===== config.mk =====
export PLATFORM = sky130hd
export DESIGN_NAME = sar_bus_seq
export DESIGN_NICKNAME = d
export VERILOG_FILES = /design/src/rtl/sar_seq_pkg.sv /design/src/rtl/sar_timer.sv /design/src/rtl/sar_trial.sv /design/src/rtl/sar_readout.sv /design/src/rtl/sar_bus_seq.sv
export SDC_FILE = /design/constraint.sdc
export NUM_CORES = 1
export LEC_CHECK = 0
export ABC_AREA = 0
export CAP_MARGIN = 20
export CORE_MARGIN = 2
export CORE_UTILIZATION = 67
export DETAILED_ROUTE_END_ITERATION = 8
export DONT_BUFFER_PORTS = 1
export PLACE_DENSITY = 0.94
export SLEW_MARGIN = 15
export SYNTH_ARGS = -nofsm -noshare
export SYNTH_HDL_FRONTEND = slang
export SYNTH_SLANG_ARGS = --single-unit

===== constraint.sdc =====
create_clock -name clk -period 3.31 [get_ports clk]
set_clock_uncertainty 0.15 [all_clocks]
set_input_delay 0.1655 -clock clk [delete_from_list [all_inputs] [get_ports clk]]
set_output_delay 0.1655 -clock clk [all_outputs]
set_load 0.05 [all_outputs]

===== src/rtl/sar_seq_pkg.sv =====
package sar_seq_pkg;
  localparam int RES_W  = 13;
  localparam int BYTE_W = 8;
  localparam int EXT_W  = 2 * BYTE_W;

  // Offset-binary trial word to two's complement: invert the top bit.
  function automatic logic [RES_W-1:0] ob_to_tc(input logic [RES_W-1:0] ob);
    return {~ob[RES_W-1], ob[RES_W-2:0]};
  endfunction

  function automatic logic [BYTE_W-1:0] hi_byte(input logic [RES_W-1:0] r);
    logic [EXT_W-1:0] ext;
    ext = {{(EXT_W-RES_W){r[RES_W-1]}}, r};
    return ext[EXT_W-1:BYTE_W];
  endfunction

  function automatic logic [BYTE_W-1:0] lo_byte(input logic [RES_W-1:0] r);
    return r[BYTE_W-1:0];
  endfunction
endpackage


===== src/rtl/sar_timer.sv =====
module sar_timer #(
  parameter int CONV_CYCLES = 108,
  parameter int BIT_CLKS    = 8,
  parameter int NBITS       = 13,
  localparam int IW         = $clog2(NBITS)
) (
  input  logic          clk,
  input  logic          rst_n,
  input  logic          start,
  output logic          busy,
  output logic          done,
  output logic          decide,
  output logic [IW-1:0] bit_idx
);
  localparam int TRIAL = NBITS * BIT_CLKS;
  localparam int CW    = $clog2(CONV_CYCLES);

  logic [CW-1:0] cnt;
  logic          last;

  assign last = (cnt == CW'(CONV_CYCLES - 1));

  always_ff @(posedge clk) begin
    if (!rst_n) begin
      busy <= 1'b0;
      cnt  <= '0;
    end else if (start) begin
      busy <= 1'b1;
      cnt  <= '0;
    end else if (busy) begin
      if (last) begin
        busy <= 1'b0;
        cnt  <= '0;
      end else begin
        cnt <= cnt + 1'b1;
      end
    end
  end

  assign done    = busy && !start && last;
  assign decide  = busy && !start && (int'(cnt) < TRIAL) &&
                   ((int'(cnt) % BIT_CLKS) == BIT_CLKS - 1);
  assign bit_idx = IW'(NBITS - 1 - int'(cnt) / BIT_CLKS);
endmodule


===== src/rtl/sar_trial.sv =====
module sar_trial #(
  parameter int NBITS = 13,
  localparam int IW   = $clog2(NBITS)
) (
  input  logic             clk,
  input  logic             rst_n,
  input  logic             start,
  input  logic             decide,
  input  logic [IW-1:0]    bit_idx,
  input  logic             cmp_in,
  output logic [NBITS-1:0] trial
);
  logic [NBITS-1:0] nxt;

  always_comb begin
    nxt = trial;
    if (!cmp_in) nxt[bit_idx] = 1'b0;
    if (bit_idx != '0) nxt[bit_idx - 1'b1] = 1'b1;
  end

  always_ff @(posedge clk) begin
    if (!rst_n)      trial <= '0;
    else if (start)  trial <= {1'b1, {(NBITS-1){1'b0}}};
    else if (decide) trial <= nxt;
  end
endmodule


===== src/rtl/sar_readout.sv =====
module sar_readout
  import sar_seq_pkg::*;
(
  input  logic              clk,
  input  logic              rst_n,
  input  logic              rd_act,
  input  logic              done,
  input  logic [RES_W-1:0]  result,
  output logic              hi_sel,
  output logic [BYTE_W-1:0] data_out,
  output logic              data_oe
);
  logic ptr_lo;
  logic rd_q;

  always_ff @(posedge clk) begin
    if (!rst_n) begin
      ptr_lo <= 1'b0;
      rd_q   <= 1'b0;
    end else begin
      rd_q <= rd_act;
      if (done)                 ptr_lo <= 1'b0;
      else if (rd_q && !rd_act) ptr_lo <= ~ptr_lo;
    end
  end

  assign hi_sel   = !ptr_lo;
  assign data_oe  = rd_act;
  assign data_out = !rd_act ? '0 : (ptr_lo ? lo_byte(result) : hi_byte(result));
endmodule


===== src/rtl/sar_bus_seq.sv =====
module sar_bus_seq
  import sar_seq_pkg::*;
#(
  parameter int CONV_CYCLES = 108,
  parameter int BIT_CLKS    = 8
) (
  input  logic              clk,
  input  logic              rst_n,
  input  logic              sel,
  input  logic              wr_stb,
  input  logic              rd_stb,
  input  logic              cmp_in,
  output logic [RES_W-1:0]  dac_word,
  output logic              busy,
  output logic              irq,
  output logic [BYTE_W-1:0] data_out,
  output logic              data_oe
);
  localparam int IW = $clog2(RES_W);

  logic             start;
  logic             rd_act;
  logic             done;
  logic             decide;
  logic [IW-1:0]    bit_idx;
  logic [RES_W-1:0] result;
  logic             hi_sel;

  assign start  = sel && wr_stb;
  assign rd_act = sel && rd_stb;

  sar_timer #(.CONV_CYCLES(CONV_CYCLES), .BIT_CLKS(BIT_CLKS), .NBITS(RES_W)) u_timer (
    .clk(clk), .rst_n(rst_n), .start(start), .busy(busy),
    .done(done), .decide(decide), .bit_idx(bit_idx)
  );

  sar_trial #(.NBITS(RES_W)) u_trial (
    .clk(clk), .rst_n(rst_n), .start(start), .decide(decide),
    .bit_idx(bit_idx), .cmp_in(cmp_in), .trial(dac_word)
  );

  always_ff @(posedge clk) begin
    if (!rst_n) begin
      irq    <= 1'b0;
      result <= '0;
    end else begin
      if (done) begin
        irq    <= 1'b1;
        result <= ob_to_tc(dac_word);
      end else if (start || rd_act) begin
        irq <= 1'b0;
      end
    end
  end

  sar_readout u_rd (
    .clk(clk), .rst_n(rst_n), .rd_act(rd_act), .done(done), .result(result),
    .hi_sel(hi_sel), .data_out(data_out), .data_oe(data_oe)
  );
endmodule


==> metrics <==
Crit Path Class=register to register; Max Fclk=388.2 MHz; Skew-Pair Late Insertion Delay=between 0.3 and 0.4 ns; CTS max path bufs=2; drt drc=0; Slew headroom=31.18%; clk sinks=37; P&R area growth vs syn=6.479%; pwr dens=408.1 nW/um^2; synthesized area per cell=8.892 um^2; Leak=0.7734 nW; # rows=19; placed inst area=1897 um^2; Setup-failing EPs final=0; initial antenna violation count=0; CP Capture Type=register; area share of the largest cell type after synthesis=38.74%; main flop type after synthesis=dfxtp_1; Port Buffers=0; DR vias=1,734; Gate Count Post-Synth=215; top cells by count, synth=dfxtp_1 (37), nand2_1 (22), nor2_1 (15); VDD IR max=476.5 uV; CP max FO=14; Mapped Area=1912 um^2; Initial Utilization=about 70%; CP required=3.41 ns; ant diodes=0; Ys Warns=0; arrival time worst endpoint=2.68 ns; vias in the first global route=1,677; Core Box Area=2734 um^2; Detailed Routing Iterations Pass 1=5; post-route ant nets=0; unrepaired setup endpoints after global routing=no; final wirelength=4692 um; Seq/Total Area, Yosys=between 30% and 40%; ys async rst share=0%; CTS root buffer=clkbuf_4; I/O pins=30; min setup slack post-route=between 0.7 and 0.8 ns; die area=3297 um^2; pin count of the biggest net entering global routing=18; status=finished, final reports clean; TritonCTS Buffers=5; crit path time final=2.576 ns; share of layout cells above drive strength 1=9.174%; Hold WS=0.01134 ns; DP Wirelength=around 3100 um; post-synth top area cell=dfxtp_1; Synth area leaders=dfxtp_1 (39%), a22o_1 (5.5%), ha_1 (4.6%); H-tree lvl count=2; total negative setup slack=0 ns; Post-CTS Setup Bufs=0; Die X=57.42 um; Synth cell types=49; vias per cell=6.964; Hold WC Path Type=input pin to register; max-slew violations=0; Yosys reg bits=37; final non-filler cell area=2036 um^2; fin crit share=77.83%; CTS clk-pin slew, worst paths=roughly 0.11 ns; CP Launch Type=register; Final Hold Fails=0; iteration-0 DRC count of the detailed router=152; GRT overflow=0; most frequent cell after synthesis=dfxtp_1; first-pass GRT wire length=~7700 um; DP Worst Slack=roughly 0.83 ns; gp weighted congestion=about 0.93; Worst-Margin Slew=around 1.0 ns; drt wl/cell=between 15 and 20 um; Max Cap Viol=0; Die Ht=between 50 and 60 um; TritonCTS clock tree=done; Final Power=between 0.0008 and 0.0009 W; number of synthesized flops with an enable pin=0; Final #Nets=230; syn nets=228; Total GRT Usage=30.37%
final cells by class:
| class | count | area [um^2] |
|---|---|---|
| clock buffer | 6 | 51.30 |
| clock inverter | 2 | 37.54 |
| fill | 171 | 698.2 |
| inverter | 10 | 37.54 |
| multi-input combinational | 156 | 1065 |
| sequential | 37 | 740.7 |
| tap | 31 | 38.79 |
| timing repair buffer | 7 | 65.06 |
worst max-delay path, stage by stage (launching register included):
cell      delay, ns
dfxtp_1        0.61
inv_1          0.19
ha_1           0.40
or2_2          0.37
a21oi_1        0.31
o211ai_1       0.16
a32o_1         0.31
per-layer routing:
metal	part of all wire (%)	up-vias	GRT usage, %
met1	38	797	34.42
li1	-	802	-
met5	0	-	0
met3	9.2	21	10.66
met2	49	114	49.51
met4	3.3	0	16.94
stage by stage:
step | instances | utilization (%)
5_1_grt | 249 | 74.46
3_5_place_dp | 236 | 69.38
2_1_floorplan | 215 | -
6_report | 249 | 74.46
3_3_place_gp | 236 | 69.38
4_1_cts | 249 | 74.46
logic make-up (layout without fill, tap and decap cells):
logic type,count (synthesis),count (layout),share of synthesized area (%)
and+or+nand+nor,72,72,18.91
AOI/OAI and AO/OA,64,64,25.72
DFF,37,37,38.74
buffers and inverters,22,25,5.563
adders and majority gates,7,7,4.581
muxes,7,7,3.730
xor gates and xnor gates,6,6,2.749
report_power, final:
part / total (W) / internal, W / leakage (nW) / switching (W)
Sequential: 0.000459 / 0.000449 / 0.299 / 0.0000103
Combinational: 0.0000374 / 0.0000146 / 0.430 / 0.0000228
Clock: 0.000334 / 0.000179 / 0.0445 / 0.000155
Total: 0.000831 / 0.000643 / 0.773 / 0.000188
layout by cell type (no fill, tap or decap), types with 5 or more instances in the layout:
master         Yosys  layout
mux2i_1            6       6
o21ai_0            5       5
ha_1               7       7
a22o_1            12      12
nand2_1           22      22
nor3_1             7       7
inv_1             10      10
dfxtp_1           37      37
a21oi_1           13      13
nand4_1            5       5
clkbuf_4           0       5
nor2_1            15      15
dlygate4sd3_1      0       5
registers in the layout (all words and copies together) (netlist names):
| register | cells |
|---|---|
| u_trial.trial | 13 |
| irq | 1 |
| u_timer.busy | 1 |
| u_rd.rd_q | 1 |
| result | 13 |
| u_rd.ptr_lo | 1 |
| u_timer.cnt | 7 |
worst paths after layout:
| kind | start | to | slack [ns] | cells after the start |
|---|---|---|---|---|
| worst max-delay path | u_timer.cnt[3] | u_trial.trial[9] | 0.73 | 6 |
| worst min-delay path | sel | u_timer.cnt[2] | 0.01 | 3 |
| worst max register to register | u_timer.cnt[3] | u_trial.trial[9] | 0.73 | 6 |
| worst min register to register | result[12] | result[12] | 0.33 | 1 |
repair_timing:
action                                 CTS  global route
hold buffers                             5             0
resized for setup                        0             0
endpoints found under the hold margin   11             0
(Power assumes the default switching activity.)
